**src/rtl/txq_pkg.sv**
```systemverilog
package txq_pkg;

   // marker bits carried with every queued byte
   typedef struct packed {
      logic abort;
      logic eop;
   } txq_tag_t;

   localparam int unsigned TAG_W = $bits(txq_tag_t);

endpackage

```
**src/rtl/txq_slot.sv**
```systemverilog
// One storage position of the shift-down queue. A write aimed at this
// position has priority over the shift from the position above.
module txq_slot #(
   parameter int unsigned WORD_W = 10
) (
   input  logic              clk_i,
   input  logic              rst_ni,
   input  logic              shift_i,
   input  logic [WORD_W-1:0] upper_i,
   input  logic              wr_i,
   input  logic [WORD_W-1:0] wdata_i,
   output logic [WORD_W-1:0] q_o
);

   logic [WORD_W-1:0] q_r;

   always_ff @(posedge clk_i) begin
      if (!rst_ni) begin
         q_r <= '0;
      end else if (wr_i) begin
         q_r <= wdata_i;
      end else if (shift_i) begin
         q_r <= upper_i;
      end
   end

   assign q_o = q_r;

endmodule

```
**src/rtl/txq_ctrl.sv**
```systemverilog
// Occupancy bookkeeping: fill count, registered flags and write position.
module txq_ctrl #(
   parameter int unsigned DEPTH = 19,
   localparam int unsigned CNT_W = $clog2(DEPTH + 1),
   localparam int unsigned IDX_W = (DEPTH > 1) ? $clog2(DEPTH) : 1
) (
   input  logic             clk_i,
   input  logic             rst_ni,
   input  logic             wr_i,
   input  logic             rd_i,
   output logic             rd_fire_o,
   output logic             wr_fire_o,
   output logic [IDX_W-1:0] wpos_o,
   output logic [CNT_W-1:0] count_o,
   output logic             empty_o,
   output logic             full_o
);

   localparam logic [CNT_W-1:0] DEPTH_C = CNT_W'(DEPTH);
   localparam logic [CNT_W-1:0] ONE_C   = CNT_W'(1);

   logic [CNT_W-1:0] cnt_q, cnt_d;
   logic             empty_q, full_q;
   logic             at_top, at_bottom;
   logic             grow;
   logic [CNT_W-1:0] wpos_wide;

   assign at_top    = (cnt_q == DEPTH_C);
   assign at_bottom = (cnt_q == '0);

   assign rd_fire_o = rd_i && !at_bottom;
   assign wr_fire_o = wr_i;

   // a write grows the queue unless it lands on a full queue with no read
   assign grow = wr_i && (!at_top || rd_fire_o);

   always_comb begin
      cnt_d = cnt_q;
      if (grow && !rd_fire_o) begin
         cnt_d = cnt_q + ONE_C;
      end else if (!grow && rd_fire_o) begin
         cnt_d = cnt_q - ONE_C;
      end
   end

   always_comb begin
      if (rd_fire_o) begin
         wpos_wide = cnt_q - ONE_C;
      end else if (at_top) begin
         wpos_wide = DEPTH_C - ONE_C;
      end else begin
         wpos_wide = cnt_q;
      end
   end

   assign wpos_o = wpos_wide[IDX_W-1:0];

   always_ff @(posedge clk_i) begin
      if (!rst_ni) begin
         cnt_q   <= '0;
         empty_q <= 1'b1;
         full_q  <= 1'b0;
      end else begin
         cnt_q   <= cnt_d;
         empty_q <= (cnt_d == '0);
         full_q  <= (cnt_d == DEPTH_C);
      end
   end

   assign count_o = cnt_q;
   assign empty_o = empty_q;
   assign full_o  = full_q;

endmodule

```
**src/rtl/txq_out.sv**
```systemverilog
// Output register feeding the parallel load of the transmit shifter.
module txq_out #(
   parameter int unsigned DATA_W = 8,
   localparam int unsigned WORD_W = DATA_W + txq_pkg::TAG_W
) (
   input  logic              clk_i,
   input  logic              rst_ni,
   input  logic              fire_i,
   input  logic [WORD_W-1:0] head_i,
   output logic              load_o,
   output logic [DATA_W-1:0] data_o,
   output txq_pkg::txq_tag_t tag_o
);

   logic              load_q;
   logic [WORD_W-1:0] word_q;

   always_ff @(posedge clk_i) begin
      if (!rst_ni) begin
         load_q <= 1'b0;
         word_q <= '0;
      end else begin
         load_q <= fire_i;
         if (fire_i) begin
            word_q <= head_i;
         end
      end
   end

   assign load_o = load_q;
   assign data_o = word_q[DATA_W-1:0];
   assign tag_o  = txq_pkg::txq_tag_t'(word_q[WORD_W-1:DATA_W]);

endmodule

```
**src/rtl/txq_tagged_fifo.sv**
```systemverilog
module txq_tagged_fifo #(
   parameter int unsigned DEPTH  = 19,
   parameter int unsigned DATA_W = 8,
   localparam int unsigned CNT_W  = $clog2(DEPTH + 1),
   localparam int unsigned IDX_W  = (DEPTH > 1) ? $clog2(DEPTH) : 1,
   localparam int unsigned WORD_W = DATA_W + txq_pkg::TAG_W
) (
   input  logic              clk_i,
   input  logic              rst_ni,
   input  logic              wr_en_i,
   input  logic [DATA_W-1:0] wr_data_i,
   input  logic              ctl_eop_i,
   input  logic              ctl_abort_i,
   input  logic              rd_req_i,
   output logic              load_o,
   output logic [DATA_W-1:0] load_data_o,
   output logic              load_eop_o,
   output logic              load_abort_o,
   output logic              empty_o,
   output logic              full_o,
   output logic [CNT_W-1:0]  count_o
);

   // elaboration-time parameter checks
   if (DEPTH < 2) begin : g_bad_depth
      $error("txq_tagged_fifo: DEPTH must be at least 2");
   end
   if (DATA_W < 1) begin : g_bad_width
      $error("txq_tagged_fifo: DATA_W must be at least 1");
   end

   logic                rd_fire, wr_fire;
   logic [IDX_W-1:0]    wpos;
   logic [WORD_W-1:0]   slot_q [DEPTH];
   logic [WORD_W-1:0]   wword;
   txq_pkg::txq_tag_t   wtag, out_tag;

   assign wtag.eop   = ctl_eop_i;
   assign wtag.abort = ctl_abort_i;
   assign wword      = {wtag, wr_data_i};

   txq_ctrl #(.DEPTH(DEPTH)) u_ctrl (
      .clk_i     (clk_i),
      .rst_ni    (rst_ni),
      .wr_i      (wr_en_i),
      .rd_i      (rd_req_i),
      .rd_fire_o (rd_fire),
      .wr_fire_o (wr_fire),
      .wpos_o    (wpos),
      .count_o   (count_o),
      .empty_o   (empty_o),
      .full_o    (full_o)
   );

   for (genvar i = 0; i < DEPTH; i++) begin : g_slot
      logic [WORD_W-1:0] upper;
      logic              hit;

      if (i == DEPTH - 1) begin : g_top
         assign upper = '0;
      end else begin : g_mid
         assign upper = slot_q[i+1];
      end

      assign hit = wr_fire && (wpos == IDX_W'(i));

      txq_slot #(.WORD_W(WORD_W)) u_slot (
         .clk_i   (clk_i),
         .rst_ni  (rst_ni),
         .shift_i (rd_fire),
         .upper_i (upper),
         .wr_i    (hit),
         .wdata_i (wword),
         .q_o     (slot_q[i])
      );
   end

   txq_out #(.DATA_W(DATA_W)) u_out (
      .clk_i  (clk_i),
      .rst_ni (rst_ni),
      .fire_i (rd_fire),
      .head_i (slot_q[0]),
      .load_o (load_o),
      .data_o (load_data_o),
      .tag_o  (out_tag)
   );

   assign load_eop_o   = out_tag.eop;
   assign load_abort_o = out_tag.abort;

endmodule

```
**config.mk**
```make
export PLATFORM = sky130hd
export DESIGN_NAME = txq_tagged_fifo
export DESIGN_NICKNAME = d
export VERILOG_FILES = /design/src/rtl/txq_pkg.sv /design/src/rtl/txq_slot.sv /design/src/rtl/txq_ctrl.sv /design/src/rtl/txq_out.sv /design/src/rtl/txq_tagged_fifo.sv
export SDC_FILE = /design/constraint.sdc
export NUM_CORES = 1
export LEC_CHECK = 0
export CAP_MARGIN = 10
export CORE_ASPECT_RATIO = 0.9
export CORE_UTILIZATION = 30
export DETAILED_ROUTE_END_ITERATION = 8
export GPL_ROUTABILITY_DRIVEN = 0
export HOLD_SLACK_MARGIN = 0.05
export PLACE_DENSITY_LB_ADDON = 0.25
export SYNTH_ARGS = -nofsm -noshare
export SYNTH_HDL_FRONTEND = slang
export SYNTH_SLANG_ARGS = --single-unit
```
**constraint.sdc**
```tcl
create_clock -name clk_i -period 4 [get_ports clk_i]
set_clock_uncertainty 0.1 [all_clocks]
set_input_delay 1 -clock clk_i [delete_from_list [all_inputs] [get_ports clk_i]]
set_output_delay 1 -clock clk_i [all_outputs]
set_load 0.03 [all_outputs]
```
==> flow_summary.toml <==
[floorplanning]
placementRows = 63
core_area_um2 = 32900
initial_core_util_pct = 30.4
die-area_um2 = 34100
num_io_pins = 32
die_x_um = 194
dieHeight_um = 175

[job]
cap_violations = 0

[timing]
setup_viol = 0
finalHoldViolations = 0
tightest_slew_ns = 0.754
slew_violations = 0
post-route-min-period_ns = 3.36
slew-limit-headroom_pct = 49.7
rsz0062_at_grt = "no"
fmax_mhz = 297
fin_setup_tns_ns = 0
fin_crit_sh_pct = 84.1

[critical_path]
reg2reg_depth = 8
cp-start-kind = "flop"
arrival_ns = 3.70
cp.required_ns = 4.34
rr_endpoint = "g_slot[7].u_slot.q_o[4]$_SDFFE_PN0P_"
r2r_start = "u_ctrl.count_o[0]$_SDFF_PN0_"
cp-end-kind = "flop"
critPathKind = "flop to flop"
rrSetupSlack_ns = 0.64
critPathMaxFanout = 34

[final_layout]
layout-drive-gt1-share_pct = 19.8
antennaDiodeCount = 0
fin_nets = 1022
multi_input_comb_area_um2 = 5370
final_common_cell = "dfxtp_1"
stdcell_area_um2 = 11500
register_area_um2 = 4160
area_growth_pct = 14.6
layout_common_cells = "dfxtp_1 (208), mux2i_1 (132), mux2_2 (110)"
fillerInstances = 3291

[routing]
drc_errors = 0
drt_wl_total_mm = 25.1
first_pass_iters = 4
wl_met1_mm = 12.9
dr_wl_met2_mm = 10.9
via_count = 7497
viasPerCell = 5.20
ant_nets = 0
wl_per_cell_um = 17.4
highest_layer = "met4"
wl_met3_um = 882
drtIter0Drc = 428

[placement]
numPortBuffers = 31
dpl_cell_area_um2 = 10800
hpwl_mm = 16.6

[grt]
grt_usage_pct = 14.7
grt-ovfl-total = 0
grt_pass1_vias = 7284
grt_start_max_net_pins = 68
grt_pass1_wl_mm = 41.1
grt_antenna_before_repair = 0

[power]
pwr-share-clk_pct = 33.0
pwr-share-comb_pct = 29.6
sequentialPowerShare_pct = 37.4
swShare_pct = 33.8
power.internal_w = 0.00403
p_sw_w = 0.00206
p_leak_nw = 4.73
ir_drop_mv = 0.348
p_per_area_nw_per_um2 = 532

[cts]
cts_buffers = 23
post_cts_resized = 0
ctsLongestPathBuffers = 3
clock_latency_ns = 0.50
clk_pin_slew_ns = 0.06
holdBufCountCts = 0
clock-sinks = 208
cts_max_level = 1
cts_tree = "done"
post_cts_buffers = 0
cts-root-buf = "clkbuf_16"

[synthesis]
yosysSeqAreaShare_pct = 41.7
syn_avg_cell_area_um2 = 9.74
ys.flop_type = "dfxtp_1"
yosysWarnings = 0
synth.net_count = 1043
netlist_instances = 1026
async_flop_share_pct = 0
syn-cell-area_um2 = 10000
synth-seq-cells = 208
synth_cell_types = 60
synth_edf_count = 0

[worst_hold_path]
timing.hold.worst.start = "u_out.word_q[0]$_SDFFE_PN0P_"
worstHoldPathCells = 2
hp-class = "flop to flop"
holdPathEnd = "u_out.word_q[0]$_SDFFE_PN0P_"

[status]
outcome = "finished clean"
==> per-layer routing <==
layer  vias up  GRT usage, %
met2       131          22.8
met1      3613          21.5
met4         0          3.04
met5         -             0
met3        27          2.10
li1       3726             -
==> per-stage QoR <==
stage	instances	total power [W]	worst slack [ns]	hold slack [ns]	util, %
global route	1443	0.00638	0.449	0.387	34.9
CTS	1443	0.00616	0.616	0.364	34.9
detailed placement	1402	0.00414	0.298	0.354	32.7
floorplan	1026	0.00356	1.01	0.337	-
global placement	1402	0.00412	0.351	0.350	32.7
finish	1443	0.00609	0.636	0.359	34.9
==> area by class of cell <==
class / instances / share of cell area, %
multi-input combinational: 696 / 46.9
sequential: 208 / 36.3
timing repair buffer: 71 / 5.89
clock buffer: 32 / 5.58
tap: 422 / 4.61
inverter: 5 / 0.164
clock inverter: 9 / 0.513
==> worst max-delay path by stage <==
stage,cells after the start,start,slack [ns],end
2_1_floorplan,11,u_ctrl.count_o[0]$_SDFF_PN0_,1.01,g_slot[11].u_slot.q_o[0]$_SDFFE_PN0P_
3_3_place_gp,7,rd_req_i,0.35,g_slot[18].u_slot.q_o[8]$_SDFFE_PN0P_
3_5_place_dp,7,rd_req_i,0.30,g_slot[1].u_slot.q_o[5]$_SDFFE_PN0P_
4_1_cts,8,u_ctrl.count_o[0]$_SDFF_PN0_,0.62,g_slot[7].u_slot.q_o[4]$_SDFFE_PN0P_
5_1_grt,8,u_ctrl.count_o[0]$_SDFF_PN0_,0.45,g_slot[7].u_slot.q_o[2]$_SDFFE_PN0P_
6_report,8,u_ctrl.count_o[0]$_SDFF_PN0_,0.64,g_slot[7].u_slot.q_o[4]$_SDFFE_PN0P_
==> registers in the layout, summed over array words and instances, names as in the netlist <==
name,cells
u_ctrl.full_o,1
u_ctrl.count_o,5
u_ctrl.empty_o,1
u_out.load_o,1
u_out.word_q,10
g_slot.u_slot.q_o,190
==> synthesized netlist by cell type, types with 3 or more instances <==
cell	instances	share of area [%]
nand2b_1	13	0.81
nor2b_1	4	0.25
and2_1	3	0.19
nor3_1	5	0.25
and3_1	3	0.19
o21ai_0	53	2.7
o21ai_1	10	0.50
mux2i_1	132	13
buf_1	8	0.30
mux2_2	110	12
dfxtp_1	208	42
o31ai_1	61	4.6
inv_1	5	0.19
a22o_1	11	0.96
a21boi_0	10	0.75
a21oi_1	64	3.2
buf_2	24	1.2
o21a_1	3	0.23
ha_1	3	0.38
o311a_1	11	1.1
o211ai_1	52	3.9
nand2_1	95	3.6
or2_2	4	0.25
clkbuf_1	82	3.1
nor2_1	6	0.23
==> power groups by stage <==
| stage | clock (W) | combinational [W] | sequential (W) |
|---|---|---|---|
| after floorplan | 0 | 0.00121 | 0.00235 |
| after global placement | 0 | 0.00180 | 0.00232 |
| after detailed placement | 0 | 0.00181 | 0.00233 |
| after CTS | 0.00206 | 0.00181 | 0.00228 |
| after global routing | 0.00214 | 0.00194 | 0.00230 |
| final | 0.00201 | 0.00180 | 0.00228 |
==> cell families (layout without fill, tap and decap cells) <==
group,after synthesis,in the layout,synth area share (%)
compound gates,297,297,19.9
xor+xnor,1,1,0.0876
fa+ha+maj,3,3,0.376
buf+inv,122,117,5.07
flops,208,208,41.7
mux,242,242,25.6
simple gates,153,153,7.30
==> worst max-delay path: stages, from the launching register on <==
cell	delay [ns]
dfxtp_1	0.31
inv_1	0.15
ha_1	0.34
or4b_1	0.74
a21o_1	0.30
a2111o_1	0.47
buf_12	0.20
or2_0	0.44
a21oi_1	0.23
Power figures use the tool's default switching activity.
